$ cat src/rtl/fmt_pkg.sv
package fmt_pkg;
  typedef enum logic [1:0] {
    SZ_8  = 2'b00,
    SZ_16 = 2'b01,
    SZ_32 = 2'b10,
    SZ_64 = 2'b11
  } fmt_size_e;

  localparam int NUM_SIZES = 4;
  localparam int MIN_ITEM_W = 8;
endpackage

$ cat src/rtl/fmt_load.sv
module fmt_load import fmt_pkg::*; #(
  parameter int DATA_W = 64
) (
  input  logic [DATA_W-1:0] mem_d,
  input  fmt_size_e         size,
  input  logic              stereo,
  output logic [DATA_W-1:0] acc_d
);
  localparam int LANE_W = DATA_W / 2;

  logic [DATA_W-1:0] scal [NUM_SIZES];
  logic [DATA_W-1:0] ster [NUM_SIZES];

  for (genvar k = 0; k < NUM_SIZES; k++) begin : g_size
    localparam int W  = MIN_ITEM_W << k;
    localparam int HW = W / 2;
    // scalar: left-justify; bytes sit one bit below the sign
    if (k == 0) begin : g_byte
      assign scal[k] = {1'b0, mem_d[W-1:0], {(DATA_W-W-1){1'b0}}};
    end else if (W == DATA_W) begin : g_full
      assign scal[k] = mem_d;
    end else begin : g_part
      assign scal[k] = {mem_d[W-1:0], {(DATA_W-W){1'b0}}};
    end
    // stereo: each half left-justified in its own lane
    if (HW == LANE_W) begin : g_sfull
      assign ster[k] = mem_d;
    end else begin : g_spart
      assign ster[k] = {mem_d[W-1:HW], {(LANE_W-HW){1'b0}},
                        mem_d[HW-1:0], {(LANE_W-HW){1'b0}}};
    end
  end

  always_comb begin
    acc_d = stereo ? ster[size] : scal[size];
  end
endmodule

$ cat src/rtl/fmt_store.sv
module fmt_store import fmt_pkg::*; #(
  parameter int DATA_W = 64
) (
  input  logic [DATA_W-1:0] acc_d,
  input  fmt_size_e         size,
  input  logic              stereo,
  output logic [DATA_W-1:0] mem_d
);
  localparam int LANE_W = DATA_W / 2;

  logic [DATA_W-1:0] scal [NUM_SIZES];
  logic [DATA_W-1:0] ster [NUM_SIZES];

  for (genvar k = 0; k < NUM_SIZES; k++) begin : g_size
    localparam int W  = MIN_ITEM_W << k;
    localparam int HW = W / 2;
    if (k == 0) begin : g_byte
      assign scal[k] = {{(DATA_W-W){1'b0}}, acc_d[DATA_W-2 -: W]};
    end else if (W == DATA_W) begin : g_full
      assign scal[k] = acc_d;
    end else begin : g_part
      assign scal[k] = {{(DATA_W-W){1'b0}}, acc_d[DATA_W-1 -: W]};
    end
    if (HW == LANE_W) begin : g_sfull
      assign ster[k] = acc_d;
    end else begin : g_spart
      assign ster[k] = {{(DATA_W-W){1'b0}},
                        acc_d[DATA_W-1 -: HW], acc_d[LANE_W-1 -: HW]};
    end
  end

  always_comb begin
    mem_d = stereo ? ster[size] : scal[size];
  end
endmodule

$ cat src/rtl/fmt_out_reg.sv
module fmt_out_reg #(
  parameter int DATA_W = 64
) (
  input  logic              clk,
  input  logic              rst,
  input  logic              en,
  input  logic [DATA_W-1:0] d,
  output logic              q_valid,
  output logic [DATA_W-1:0] q
);
  always_ff @(posedge clk) begin
    if (rst) begin
      q_valid <= 1'b0;
      q       <= '0;
    end else begin
      q_valid <= en;
      if (en) q <= d;
    end
  end
endmodule

$ cat src/rtl/msb_fmt.sv
module msb_fmt import fmt_pkg::*; #(
  parameter int DATA_W = 64
) (
  input  logic              clk,
  input  logic              rst,
  input  logic              in_valid,
  input  logic              dir,
  input  logic [1:0]        size,
  input  logic              stereo,
  input  logic [DATA_W-1:0] din,
  output logic              out_valid,
  output logic [DATA_W-1:0] dout
);
  fmt_size_e         sz;
  logic [DATA_W-1:0] ld_res;
  logic [DATA_W-1:0] st_res;
  logic [DATA_W-1:0] sel_res;

  assign sz = fmt_size_e'(size);

  fmt_load #(.DATA_W(DATA_W)) u_load (
    .mem_d  (din),
    .size   (sz),
    .stereo (stereo),
    .acc_d  (ld_res)
  );

  fmt_store #(.DATA_W(DATA_W)) u_store (
    .acc_d  (din),
    .size   (sz),
    .stereo (stereo),
    .mem_d  (st_res)
  );

  assign sel_res = dir ? st_res : ld_res;

  fmt_out_reg #(.DATA_W(DATA_W)) u_oreg (
    .clk     (clk),
    .rst     (rst),
    .en      (in_valid),
    .d       (sel_res),
    .q_valid (out_valid),
    .q       (dout)
  );
endmodule

$ cat config.mk
export PLATFORM = sky130hd
export DESIGN_NAME = msb_fmt
export DESIGN_NICKNAME = d
export VERILOG_FILES = /design/src/rtl/fmt_pkg.sv /design/src/rtl/fmt_load.sv /design/src/rtl/fmt_store.sv /design/src/rtl/fmt_out_reg.sv /design/src/rtl/msb_fmt.sv
export SDC_FILE = /design/constraint.sdc
export NUM_CORES = 1
export LEC_CHECK = 0
export BUFFER_PORTS_ARGS = -buffer_cell sky130_fd_sc_hd__clkbuf_2
export CAP_MARGIN = 25
export CORE_ASPECT_RATIO = 1.75
export CORE_MARGIN = 10
export CORE_UTILIZATION = 25
export CTS_BUF_LIST = sky130_fd_sc_hd__clkbuf_16
export CTS_CLUSTER_DIAMETER = 150
export DETAILED_ROUTE_END_ITERATION = 16
export HOLD_SLACK_MARGIN = 0.1
export PLACE_DENSITY = 0.51
export REMOVE_ABC_BUFFERS = 1
export SYNTH_ARGS = -nofsm -noshare
export SYNTH_HDL_FRONTEND = slang
export SYNTH_SLANG_ARGS = --single-unit
$ cat constraint.sdc
create_clock -name clk -period 1.3 [get_ports clk]
set_input_delay 0.195 -clock clk [delete_from_list [all_inputs] [get_ports clk]]
set_output_delay 0.195 -clock clk [all_outputs]
set_load 0.05 [all_outputs]
# Word-level counts from Yosys, hierarchy flattened
# Cells that the tools add are included.
totals:
  out_inout_bits: 65
  mem_bits_rw: 0
  memories: 0
  latch_bits: 0
  ff_bits: 65
  word_cells: 19
  in_bits: 71
  rom_bits: 0
op_classes:
  eq_ne: 0
  div: 0
  order_cmp: 1
  n_addsub: 0
  multipliers: 0
  n_reduce_logical: 0
  bitwise: 1
  n_shift: 0
  muxes: 15
op_table:
  columns: ["op", "n"]
  rows:
  - ["$mux W64", 11]
  - ["$bmux W64 S2", 4]
  - ["$ge A3 B3 Y1 const B", 1]
  - ["$not A2 Y3", 1]

# Logic depth before layout (Yosys ltp)
logic_depth:
  depth_word: 6
  depth_mapped: 7
  depth_no_buf: 4

# Cells and area by module
# Synthesis repeated with hierarchy kept, for this count alone.
unflattened:
  hier_cells: 600
  area_unflattened_um2: 5735.5
by_module_without_submodules:
  columns: ["mod", "seq_area_each_um2", "area_each_um2", "n_inst", "cells_per_inst"]
  rows:
  - ["fmt_out_reg", 1301.2, 2311.0, 1, 208]
  - ["fmt_store", 0.0, 1237.4, 1, 171]
  - ["fmt_load", 0.0, 1109.8, 1, 150]
  - ["msb_fmt", 0.0, 1077.3, 1, 71]

# Worst setup path after synthesis
# Ideal clock, no wire load.
synth_path:
  kind: "input -> register"
  startpoint: "input port size[0]"
  endpoint: "register u_oreg.q[6]"
  arrival_ns: 1.211
  slack_ns: -0.043
  stages: 5
  path_cell_list: "buf_6 > buf_6 > mux4_2 > a22oi_1 > o22ai_1"
synth_via:
  elab_chain_len: 6
  word_cells_on_any_way: 16
  cone_classes: "mux: 15; bitwise: 1"
synth_lines:
  columns: ["item", "line", "text"]
  rows:
  - ["start, declared", "msb_fmt.sv:8", "input logic [1:0] size,"]
  - ["$not A2 Y3 (implied by the code) *", "fmt_load.sv:35, fmt_store.sv:33", null]
  - ["$bmux W64 S2 (on tied branches)", "fmt_load.sv:35, fmt_store.sv:33", null]
  - ["$mux W64 (on tied branches) (3 in a row)", "fmt_load.sv:35, fmt_store.sv:33", null]
  - ["$mux W64 *", "msb_fmt.sv:35", "assign sel_res = dir ? st_res : ld_res;"]
  - ["end signal, assigned", "fmt_out_reg.sv:14", "q <= '0;"]
  - ["end signal, assigned", "fmt_out_reg.sv:17", "if (en) q <= d;"]
  - ["end, declared", "fmt_out_reg.sv:9", "output logic [DATA_W-1:0] q"]
# Mark *: on every way between the ends. The rest lies on a longest branch, timed or not. The select of a mux whose other input is x is not followed.
# A chain may end at the register's enable or synchronous reset.

# Final worst setup path
layout_path:
  startpoint: "register u_oreg.q[30]"
  endpoint: "output port dout[30]"
layout_rtl:
  columns: ["item", "line", "text"]
  rows:
  - ["end, declared", "msb_fmt.sv:12", "output logic [DATA_W-1:0] dout"]
# No word-level cell between the ends.

==> results.txt <==
----------------------------------------------------
[Timing]
  Actual transition at the worst max-transition pin ... 542 ps
  Setup repair after global routing missed its margin ... false
  Worst max-slew margin expressed relative to the limit ... 0.639
  Post-Route Skew ... 0 ps
  Max-slew violation count ... 0
  Timing-limited maximum frequency ... 810 MHz
  Final setup margin ... 65.4 ps
  Post-route minimum period ... 1230 ps
  Hold violation total from the final report ... 0
  Post-route fraction of the period consumed by the critical path ... 0.950
  Final count of negative-setup-slack endpoints ... 0
  Setup TNS ... 0 ps

[Placement]
  Placed wire-length estimate ... 14300 um
  Placer congestion estimate ... 0.878
  Pre-CTS WS ... -444 ps
  Count of input and output buffers ... 135
  Cell count after placement ... 816

[Floorplan]
  Height of the die ... 187 um
  Area enclosed by the die boundary ... 0.0217 sq mm
  Row count ... 61
  Core region area ... 0.0158 sq mm
  Width of the die ... 116 um
  Initial standard-cell utilization of the core ... 0.253
  Top Ports ... 136

[Clock tree]
  Clock transition at the registers of the reported paths ... 50 ps
  Postcts setup bufs ... 0
  TritonCTS buffer count ... 9
  Largest buffer count on any clock path ... 2
  Skew-Pair Late Insertion Delay ... 330 ps
  Post-CTS resize count ... 1
  Buffer type at the clock tree root ... sky130_fd_sc_hd__clkbuf_16
  Number of clock sinks seen by CTS ... 65
  H-Tree Depth ... 3
  Number of buffers inserted by hold repair at cts ... 0
  CTS tree ... yes

[Synthesis]
  Library cell occupying the most area in the post-synthesis netlist ... sky130_fd_sc_hd__dfxtp_1
  Post-synthesis cell area ... 0.00400 sq mm
  Number of flops mapped to enable cells by yosys ... 0
  #FFs+latches synth ... 65
  Synth top area share ... 0.325
  Distinct cells, synth ... 49
  Count of yosys warnings during synthesis ... 0
  Biggest area contributors in the synthesized netlist ... sky130_fd_sc_hd__dfxtp_1 33%, sky130_fd_sc_hd__a221oi_1 7.4%, sky130_fd_sc_hd__mux2i_1 5.0%
  Syn avg cell area ... 8.39 sq um
  Post-synthesis sequential area ratio ... 0.325
  FFs w/ async S/R, synth ... 0
  Top FF cell, synth ... sky130_fd_sc_hd__dfxtp_1
  Number of instances in the synthesized netlist ... 477

[Global routing]
  Met1 track demand over resource in global routing ... 0.177
  Met2 routing resource usage after global routing ... 0.302
  Number of antenna violations at the first check in global routing ... 0
  Maximum number of pins on one net before global-route repair ... 44
  Number of global-route vias before repair ... 4676
  Grt ovf ... 0
  Total GRT Usage ... 0.165
  Met3 demand-to-capacity share in global routing ... 0.0315
  Layer with the highest usage after global routing ... met2
  Wire length of the first global-routing pass ... 27700 um

[Power and ir drop]
  Largest voltage drop on the vdd net ... 0.599 mV
  Power Dens Cells ... 1110 mW/mm^2
  Leakage power ... 2.35 nW

[Setup path]
  Critical path fanouts, max ... 2
  Beginning of the critical path ... u_oreg.q[30]$_SDFFE_PP0P_
  Crit-path max cell delay ... 400 ps
  Crit start category ... flip-flop
  Family with the most delay on the worst path ... flip-flops
  Worst reg2reg path startpoint ... u_oreg.q[0]$_SDFFE_PP0P_
  Type of the worst setup path ... flip-flop to output pin
  Worst Path Arrival ... 1040 ps
  Chain of cells forming the critical path ... clkbuf_2
  CP Capture Type ... output pin
  Data required time at the worst endpoint ... 1110 ps
  Critical-path cell with the highest stage delay ... sky130_fd_sc_hd__dfxtp_1
  Worst path buffer plus inverter count ... 1

[Routing]
  Routed via count ... 4491
  Total routed wirelength ... 18100 um
  Final ANT Viol Nets ... 0
  Avg WL per Cell ... 21.8 um
  Final routed DRC violation total ... 0
  DR pass1 iterations ... 5
  Vias per std cell ... 5.40
  1st-iter DRT viols ... 251

[Final layout]
  Finished Layout Cells ... 831
  Ratio of cells with drive above 1 in the final layout ... 0.361
  Post-layout util ... 0.345
  Final-layout fill cell count ... 1666
  Count of nets after finishing ... 709
  Area added between synthesis and finish ... 36.2%
  Number of diodes ... 0

[Worst hold path]
  Class of the tightest hold or removal check ... input port to flip-flop
  Hold Startpoint ... din[43]

[Run]
  Number of maximum-capacitance constraint violations ... 0

[Run status]
  Outcome ... finished, final reports clean

----------------------------------------------------
area by class of cell:
type	count	area, sq um	area share
clock inverters	6	26.3	0.00482
repair buffers	203	1240	0.227
flip-flops and latches	65	1300	0.239
well taps	189	236	0.0434
multi-input cells	354	2410	0.441
clock buffers	9	225	0.0413
inverters	5	18.8	0.00344
cells by family after synthesis:
group | count (synthesis) | synth area share
AOI/OAI and AO/OA | 182 | 0.351
and+or+nand+nor | 145 | 0.175
DFF | 65 | 0.325
buffers and inverters | 58 | 0.0737
muxes | 27 | 0.0753
sequential cells by signal (all words and copies together), names as in the netlist:
signal          flops
u_oreg.q           64
u_oreg.q_valid      1
cells in the final DEF (no fill, tap or decap), drive strengths merged, types with 9 or more instances in the layout:
master / netlist / layout
a22oi: 9 / 9
a221oi: 34 / 34
nand2b: 9 / 9
nor2: 39 / 39
a21boi: 12 / 12
o22ai: 26 / 26
buf: 35 / 69
a22o: 9 / 9
nor2b: 18 / 18
nor3: 20 / 20
mux2i: 20 / 20
clkbuf: 18 / 143
dfxtp: 65 / 65
nand2: 46 / 46
a32oi: 11 / 11
a21oi: 18 / 18
a211oi: 17 / 17
synth_stat cells (all sizes together) (5+ instances only):
cell type,n
and3,5
inv,5
o221ai,5
dfxtp,65
nor3,20
nand2,46
a221oi,34
a2bb2oi,8
a21oi,18
a22o,9
a32oi,11
mux2,5
nor2,39
a211oi,17
a22oi,9
clkbuf,18
o32ai,8
o22ai,26
a31oi,8
buf,35
nor2b,18
a21boi,12
mux2i,20
nand2b,9
worst paths after layout:
path / end / slack, ps / cells after the start
setup reg to reg: u_oreg.q[0]$_SDFFE_PP0P_ / 340 / 4
hold / removal: u_oreg.q[43]$_SDFFE_PP0P_ / 180 / 3
setup / recovery: dout[30] / 70 / 1
hold reg to reg: u_oreg.q[4]$_SDFFE_PP0P_ / 480 / 2
layer usage:
| metal | up-vias | wire length, um |
|---|---|---|
| li1 | 2165 | - |
| met1 | 2161 | 7000 |
| met2 | 142 | 9720 |
| met3 | 23 | 934 |
| met4 | 0 | 448 |
| met5 | - | 0 |
power breakdown:
group          leakage [nW]  internal, mW  switching (mW)
combinational          1.69         0.592            1.12
sequential            0.534          2.11          0.0636
clock                 0.127          1.25           0.913
total                  2.35          3.95            2.10
through the flow:
step	cell area (sq um)	hold slack [ps]	total power [mW]
finish	5450	179	6.05
floorplan	3730	260	3.12
detailed placement	5190	473	3.93
CTS	5440	173	6.10
global route	5450	191	6.29
global placement	5190	466	3.92
Power figures use the tool's default switching activity.
